===== config.mk =====
export PLATFORM = sky130hd
export DESIGN_NAME = cpu_timer_csr
export DESIGN_NICKNAME = d
export VERILOG_FILES = /design/src/rtl/tcsr_pkg.sv /design/src/rtl/tcsr_rst_sync.sv /design/src/rtl/tcsr_lfsr.sv /design/src/rtl/tcsr_ctl.sv /design/src/rtl/tcsr_vec_reg.sv /design/src/rtl/cpu_timer_csr.sv
export SDC_FILE = /design/constraint.sdc
export NUM_CORES = 1
export LEC_CHECK = 0
export BUFFER_PORTS_ARGS = -buffer_cell sky130_fd_sc_hd__buf_2
export CAP_MARGIN = 20
export CORE_ASPECT_RATIO = 1.5
export CORE_MARGIN = 2
export CORE_UTILIZATION = 33
export CTS_CLUSTER_DIAMETER = 60
export DETAILED_ROUTE_END_ITERATION = 16
export PLACE_DENSITY = 0.73
export SYNTH_ARGS = -nofsm -noshare
export SYNTH_HDL_FRONTEND = slang
export SYNTH_SLANG_ARGS = --single-unit

===== constraint.sdc =====
create_clock -name clk -period 3.65 [get_ports clk]
set_clock_uncertainty 0.15 [all_clocks]
set_input_delay 1.095 -clock clk [delete_from_list [all_inputs] [get_ports clk]]
set_output_delay 1.095 -clock clk [all_outputs]
set_load 0.05 [all_outputs]

===== src/rtl/tcsr_pkg.sv =====
package tcsr_pkg;
  localparam int DATA_W    = 32;
  localparam int EN_BIT    = 15;
  localparam int NOISE_BIT = 16;
  localparam int PEND_BIT  = 29;
endpackage


===== src/rtl/tcsr_rst_sync.sv =====
module tcsr_rst_sync (
  input  logic clk,
  input  logic rst_n,
  output logic rst_sync_n
);
  logic [1:0] sync_q;

  always_ff @(posedge clk or negedge rst_n) begin
    if (!rst_n) sync_q <= 2'b00;
    else        sync_q <= {sync_q[0], 1'b1};
  end

  assign rst_sync_n = sync_q[1];
endmodule


===== src/rtl/tcsr_lfsr.sv =====
module tcsr_lfsr #(
  parameter int             W    = 16,
  parameter logic [W-1:0]   TAPS = 16'hB400,
  parameter logic [W-1:0]   SEED = 16'hACE1
) (
  input  logic         clk,
  input  logic         rst_n,
  input  logic         step,
  output logic [W-1:0] state_q
);
  logic [W-1:0] state_d;
  logic         fb;

  always_comb begin
    fb      = ^(state_q & TAPS);
    state_d = {state_q[W-2:0], fb};
  end

  always_ff @(posedge clk or negedge rst_n) begin
    if (!rst_n)    state_q <= SEED;
    else if (step) state_q <= state_d;
  end
endmodule


===== src/rtl/tcsr_ctl.sv =====
module tcsr_ctl
  import tcsr_pkg::*;
#(
  parameter int ID_W = 4,
  localparam int HI_W = DATA_W - ID_W,
  localparam int EN_IX = EN_BIT - ID_W,
  localparam int PEND_IX = PEND_BIT - ID_W
) (
  input  logic            clk,
  input  logic            rst_n,
  input  logic            wr,
  input  logic [HI_W-1:0] wdata_hi,
  input  logic            tick,
  output logic [HI_W-1:0] hi_q,
  output logic            tmr_en,
  output logic            pend
);
  logic [HI_W-1:0] hi_d;
  logic            upd;

  assign tmr_en = hi_q[EN_IX];
  assign pend   = hi_q[PEND_IX];
  assign upd    = wr | tick;

  always_comb begin
    hi_d = hi_q;
    if (wr) begin
      hi_d          = wdata_hi;
      hi_d[PEND_IX] = 1'b0;
    end
    if (tick && tmr_en) hi_d[PEND_IX] = 1'b1;
  end

  always_ff @(posedge clk or negedge rst_n) begin
    if (!rst_n)   hi_q <= '0;
    else if (upd) hi_q <= hi_d;
  end
endmodule


===== src/rtl/tcsr_vec_reg.sv =====
module tcsr_vec_reg #(
  parameter int VEC_W = 8
) (
  input  logic             clk,
  input  logic             rst_n,
  input  logic             wr,
  input  logic [VEC_W-1:0] wdata,
  output logic [VEC_W-1:0] vec_q
);
  always_ff @(posedge clk or negedge rst_n) begin
    if (!rst_n)  vec_q <= '0;
    else if (wr) vec_q <= wdata;
  end
endmodule


===== src/rtl/cpu_timer_csr.sv =====
module cpu_timer_csr
  import tcsr_pkg::*;
#(
  parameter int                 ID_W          = 4,
  parameter int                 VEC_W         = 8,
  parameter int                 LFSR_W        = 16,
  parameter logic [LFSR_W-1:0]  LFSR_TAPS     = 16'hB400,
  parameter logic [LFSR_W-1:0]  LFSR_SEED     = 16'hACE1,
  parameter logic [DATA_W-1:0]  CSR_ADDR      = 32'h0000_0000,
  parameter logic [DATA_W-1:0]  VEC_BASE      = 32'h3000_0000,
  parameter int                 VEC_SPAN_LOG2 = 8
) (
  input  logic              clk,
  input  logic              rst_n,
  input  logic              bus_req,
  input  logic              bus_we,
  input  logic [DATA_W-1:0] bus_addr,
  input  logic [DATA_W-1:0] bus_wdata,
  output logic [DATA_W-1:0] bus_rdata,
  input  logic [ID_W-1:0]   cpu_id_i,
  input  logic              tick_i,
  output logic              irq_o
);
  localparam int HI_W = DATA_W - ID_W;

  logic              rst_sync_n;
  logic              csr_hit, vec_hit;
  logic              csr_rd, csr_wr, vec_rd, vec_wr;
  logic [HI_W-1:0]   ctl_hi;
  logic              tmr_en, pend;
  logic [VEC_W-1:0]  vec_q;
  logic [LFSR_W-1:0] lfsr_q;

  tcsr_rst_sync u_rst (.clk(clk), .rst_n(rst_n), .rst_sync_n(rst_sync_n));

  assign csr_hit = (bus_addr == CSR_ADDR);
  assign vec_hit = ((bus_addr >> VEC_SPAN_LOG2) == (VEC_BASE >> VEC_SPAN_LOG2));
  assign csr_rd  = bus_req & ~bus_we & csr_hit;
  assign csr_wr  = bus_req &  bus_we & csr_hit;
  assign vec_rd  = bus_req & ~bus_we & vec_hit;
  assign vec_wr  = bus_req &  bus_we & vec_hit;

  tcsr_ctl #(.ID_W(ID_W)) u_ctl (
    .clk(clk), .rst_n(rst_sync_n), .wr(csr_wr),
    .wdata_hi(bus_wdata[DATA_W-1:ID_W]), .tick(tick_i),
    .hi_q(ctl_hi), .tmr_en(tmr_en), .pend(pend)
  );

  tcsr_vec_reg #(.VEC_W(VEC_W)) u_vec (
    .clk(clk), .rst_n(rst_sync_n), .wr(vec_wr),
    .wdata(bus_wdata[VEC_W-1:0]), .vec_q(vec_q)
  );

  tcsr_lfsr #(.W(LFSR_W), .TAPS(LFSR_TAPS), .SEED(LFSR_SEED)) u_lfsr (
    .clk(clk), .rst_n(rst_sync_n), .step(csr_rd), .state_q(lfsr_q)
  );

  always_comb begin
    bus_rdata = '0;
    if (csr_rd) begin
      bus_rdata            = {ctl_hi, cpu_id_i};
      bus_rdata[NOISE_BIT] = ctl_hi[NOISE_BIT-ID_W] ^ lfsr_q[0];
    end else if (vec_rd) begin
      bus_rdata = {{(DATA_W-VEC_W){1'b0}}, vec_q};
    end
  end

  assign irq_o = pend;
endmodule


After elaboration in Yosys (flattened, before gate mapping):

Index checks and enable logic that the tools add are counted.

* $add $sub $neg: 0
* $mul: 0
* div/mod/pow operators: 0
* magnitude comparators: 0
* equal/unequal tests: 1
* shift-type cells: 0
* mux-type cells: 4
* bitwise gates (word level): 9
* reduce and logical (&&, ||, !) cells: 6

Operator list (number)
* logical NOT 32 bit: 1
* two-way mux 32 bit: 1
* two-way mux 26 bit: 1
* equality test 24 x 22 -> 1 bit, second input constant: 1
* parity 16 bit: 1
* two-way mux 8 bit: 1
* AND 1 bit: 6
* AND reduction 2 bit: 2
* nonzero test 2 bit: 1
* logical AND 1 bit: 1
* two-way mux 1 bit: 1
* NOT 1 bit: 1
* OR 1 bit: 1
* XOR 1 bit: 1

* bits in registers: 54
* latch bits: 0
* RAM bits: 0
* ROM bits: 0
* bits of input ports: 73
* output and inout bits: 33
* word-level logic and storage cells: 25
* memories: 0

Longest topological paths before layout:

* depth in word-level cells: 5
* depth in mapped cells: 6
* gate-level depth less buffers: 4

By module:

A second synthesis with hierarchy kept.

* cells, all modules: 226
* area total of the unflattened synthesis: 2980.4 um2

By module, submodules not included
* tcsr_ctl: times used 1, cells each 63, area each 1154.9 um2, seq. area each 700.7 um2
* cpu_timer_csr: times used 1, cells each 105, area each 764.5 um2, seq. area each 0.0 um2
* tcsr_lfsr: times used 1, cells each 38, area each 675.6 um2, seq. area each 410.4 um2
* tcsr_vec_reg: times used 1, cells each 17, area each 331.6 um2, seq. area each 200.2 um2
* tcsr_rst_sync: times used 1, cells each 3, area each 53.8 um2, seq. area each 50.0 um2

Worst setup path after synthesis:

No wires, ideal clock.

* kind: input port to output port
* start: input bus_addr[10]
* end: output bus_rdata[0]
* arrival: 2.739 ns
* data required time: 2.405 ns
* slack: -0.334 ns
* stages on the path: 4
* buffers on the path: 0
* cell sequence: or4_1 > nor2_4 > nand3b_1 > nor2_1

* cells in the longest elaborated chain, start to end: 4
* elaborated cells on any way between the ends: 6
* classes of those cells: eq/ne: 1; mux: 2; bitwise: 2; reduce/logical: 1

Ends and longest elaborated chain
* start: declaration: line cpu_timer_csr.sv:17 `input logic [DATA_W-1:0] bus_addr,`
* equality test 24 x 22 -> 1 bit: line cpu_timer_csr.sv:37 `assign vec_hit = ((bus_addr >> VEC_SPAN_LOG2) == (VEC_BASE >> VEC_SPAN_LOG2));`
* AND 1 bit: line cpu_timer_csr.sv:40 `assign vec_rd = bus_req & ~bus_we & vec_hit;`
* two-way mux 8 bit: line cpu_timer_csr.sv:63 `end else if (vec_rd) begin`
* two-way mux 32 bit *: line cpu_timer_csr.sv:60 `if (csr_rd) begin`
* end: declaration: line cpu_timer_csr.sv:19 `output logic [DATA_W-1:0] bus_rdata,`

Mark *: on every way between the ends. The rest lies on a longest branch, timed or not.

Worst setup path after layout:

* start: input bus_addr[12]
* end: output bus_rdata[22]

* cells in the longest elaborated chain, start to end: 3

Ends and longest elaborated chain
* logical NOT 32 bit: line cpu_timer_csr.sv:36 `assign csr_hit = (bus_addr == CSR_ADDR);`
* AND 1 bit: line cpu_timer_csr.sv:38 `assign csr_rd = bus_req & ~bus_we & csr_hit;`
* two-way mux 32 bit: line cpu_timer_csr.sv:60

No other way between the ends.

==> impl_metrics.json <==
{
  "ir_drop_mv": 0.218,
  "coreArea_um2": 7270,
  "finalCritPeriodShare_pct": 106,
  "ys_seq_area_share_pct": 54.5,
  "ys_ff_latch": 54,
  "pwr_density_cell_nw_per_um2": 263,
  "muxShareOfSynthArea_pct": 25.9,
  "die_x_um": 75.0,
  "r2r_slack_ps": 2330,
  "reg2reg_depth": 3,
  "crit_path_end_kind": "output port",
  "io_buffer_count": 104,
  "synth_area_per_cell_um2": 14.1,
  "hold_violations": 0,
  "wirelength_um": 5440,
  "period_needed_ps": 3870,
  "cp-startpoint": "bus_addr[12]",
  "dr.pass1.iters": 3,
  "grt_pass1_wl_um": 8830,
  "io_pins": 106,
  "cap_violations": 0,
  "numCtsBuffers": 5,
  "synth_compound_area_share_pct": 2.76,
  "synth_top_family_by_area": "multiplexers",
  "synth_enable_flop_cells": 0,
  "yosysTopAreaCellShare_pct": 46.1,
  "grt_pass1_vias": 1876,
  "drtIter0Drc": 68,
  "yosys-top-cells-count": "46 x dfrtp_1, 26 x mux2_2, 25 x and2_1, 19 x mux2_4, 9 x nor2_1",
  "synth_top_cells_by_area": "dfrtp_1 46%, mux2_2 12%, mux2_4 11%, dfstp_2 8.4%, and2_1 6.3%",
  "rows": 38,
  "yosysUniqueCellTypes": 29,
  "start_util_pct": 34.3,
  "path_max_fanout": 28,
  "slowest_stage": "or4_4",
  "gp_congestion": 0.734,
  "ant_nets": 0,
  "wl_per_cell_um": 13.8,
  "synth-adder-area-share_pct": 0,
  "cts_root_buf": "clkbuf_8",
  "dp_slack_ps": -345,
  "drive_above_1_share_pct": 74.2,
  "outcome": "finished with violations",
  "syn_inst": 177,
  "crit_type": "in -> out",
  "ys_warn_count": 0,
  "rsz0062_at_grt": "yes",
  "n_antenna_cell": 0,
  "num_vias": 1781,
  "grt_use_total_pct": 13.7,
  "synth_area_leader_cell": "dfrtp_1",
  "cellLeakagePower_uw": 0.00193,
  "grt-ovfl-total": 0,
  "clk_latency_ps": 300,
  "grt.busiest_layer": "met2",
  "holdCritPathClass": "reg -> async",
  "crit_chain": "buf_6, or4_4, nor2_4, and4b_2, buf_12, and2_4, buf_8",
  "cts_sinks": 54,
  "synth_xor_area_share_pct": 1.40,
  "cts_tree": "yes",
  "violations": "setup timing",
  "endpoint": "bus_rdata[22]",
  "max_clock_freq_ghz": 0.259,
  "die_y_um": 111,
  "synthMostInstantiatedCell": "dfrtp_1",
  "fin_nets": 367,
  "synthArstFlopShare_pct": 100,
  "final-setup-viol-count": 32,
  "synth_nets": 250,
  "crit_arrival_ps": 2620,
  "synth_ff_type": "dfrtp_1",
  "grtUsageMet3_pct": 3.47,
  "die_area_um2": 8290,
  "clkTransAtPathRegs_ps": 100,
  "cts_max_level": 2,
  "setup_tns_ps": -6520,
  "worst_slack_ps": -217,
  "r2r-start": "u_lfsr.state_q[15]$_DFFE_PN1N_",
  "netlist_area_um2": 2500,
  "worst_r2r_endpoint": "u_lfsr.state_q[0]$_DFFE_PN1N_",
  "use_met1_pct": 15.9,
  "drc": 0,
  "antenna_found_initial": 0,
  "clockBufferDepth": 2,
  "dpl.hpwl_um": 3940,
  "grt_start_max_net_pins": 39,
  "holdWs_ps": 34.0,
  "slew_viol_final": 0,
  "use_met2_pct": 24.2,
  "start_kind": "input port",
  "viasPerCell": 4.51,
  "slowest_delay_ps": 540,
  "area_delta_synth_final_pct": 51.4,
  "synth-simple-area-share_pct": 13.0,
  "worstPathRequired_ps": 2400
}
## critical path, delay by kind of cell
kind / cells / cell delay (ps)
buffers and inverters: 3 / 410
and+or+nand+nor: 4 / 1110
## worst min path at each step
| stage | from | cells past startpoint | end | slack (ps) |
|---|---|---|---|---|
| floorplan | u_rst.sync_q[0]$_DFF_PN0_ | 0 | u_rst.sync_q[1]$_DFF_PN0_ | 180 |
| global placement | u_rst.sync_q[0]$_DFF_PN0_ | 0 | u_rst.sync_q[1]$_DFF_PN0_ | 190 |
| detailed placement | u_rst.sync_q[1]$_DFF_PN0_ | 0 | u_ctl.hi_q[7]$_DFFE_PN0P_ | 30 |
| CTS | u_rst.sync_q[1]$_DFF_PN0_ | 0 | u_ctl.hi_q[11]$_DFFE_PN0P_ | 40 |
| global route | u_rst.sync_q[1]$_DFF_PN0_ | 0 | u_ctl.hi_q[7]$_DFFE_PN0P_ | 60 |
| finish | u_rst.sync_q[1]$_DFF_PN0_ | 0 | u_ctl.hi_q[7]$_DFFE_PN0P_ | 30 |
## sequential cells by signal (all words and copies together), names as in the netlist
| signal | cells |
|---|---|
| u_vec.vec_q | 8 |
| u_ctl.hi_q | 28 |
| u_lfsr.state_q | 16 |
| u_rst.sync_q | 2 |
## timing repair
action / 4_1_cts / 5_1_grt
gates resized for setup: 94 / 16
hold buffers: 0 / 0
pin swaps: 2 / 9
setup buffers: 2 / 3
setup endpoints to repair: 32 / 32
## cell families after synthesis
logic type,Yosys count
AO/OA/AOI/OAI,9
XOR/XNOR,4
buffers and inverters,9
flip-flops,54
multiplexers,51
other,1
AND/OR/NAND/NOR,49
## where the power goes
part	switching, uW	total, uW	internal [uW]
clock network	198	335	137
logic	22.9	55.5	32.6
registers	3.61	603	599
total	224	994	770
## layout by cell type (no fill, tap or decap)
cell type,Yosys,final
xnor2_1,2,2
nor2_4,1,9
buf_12,0,3
a22oi_1,8,8
mux2_1,6,6
nand3b_1,1,1
and4b_2,0,1
nor4b_1,1,1
buf_6,2,5
buf_4,2,10
a22o_1,1,1
nor3_1,1,1
nand4_4,1,1
buf_2,0,71
dfrtp_2,0,1
nor2_1,9,1
mux2_4,19,19
nor4_1,4,4
mux2_2,26,26
and2_4,0,24
or4_4,1,2
clkinvlp_4,0,2
and2_1,25,1
conb_1,1,1
nand4_2,1,1
dfrtp_1,46,45
dfstp_2,8,8
and3_1,1,1
and4_1,1,1
inv_6,0,1
clkbuf_8,0,5
buf_8,0,30
xor2_1,2,2
## final cells by class
cell class / instances / area [um^2]
fill: 615 / 3490
clock buffer: 5 / 68.8
multi-input combinational: 114 / 1200
tap: 100 / 125
sequential: 54 / 1360
timing repair buffer: 119 / 997
clock inverter: 3 / 23.8
## layer usage
metal / part of all wire (%) / vias up
met5: 0 / -
met4: 1.2 / 0
met2: 55 / 49
met3: 4.5 / 5
met1: 39 / 874
li1: - / 853
## per-stage QoR
step	instances	power, uW	area (um^2)	utilization, %
after floorplan	177	625	2610	-
after global placement	383	666	3270	44.9
after detailed placement	384	670	3290	45.2
after CTS	394	1010	3710	51.0
after global routing	395	1040	3780	52.0
final	395	994	3780	52.0
Power figures use the tool's default switching activity.
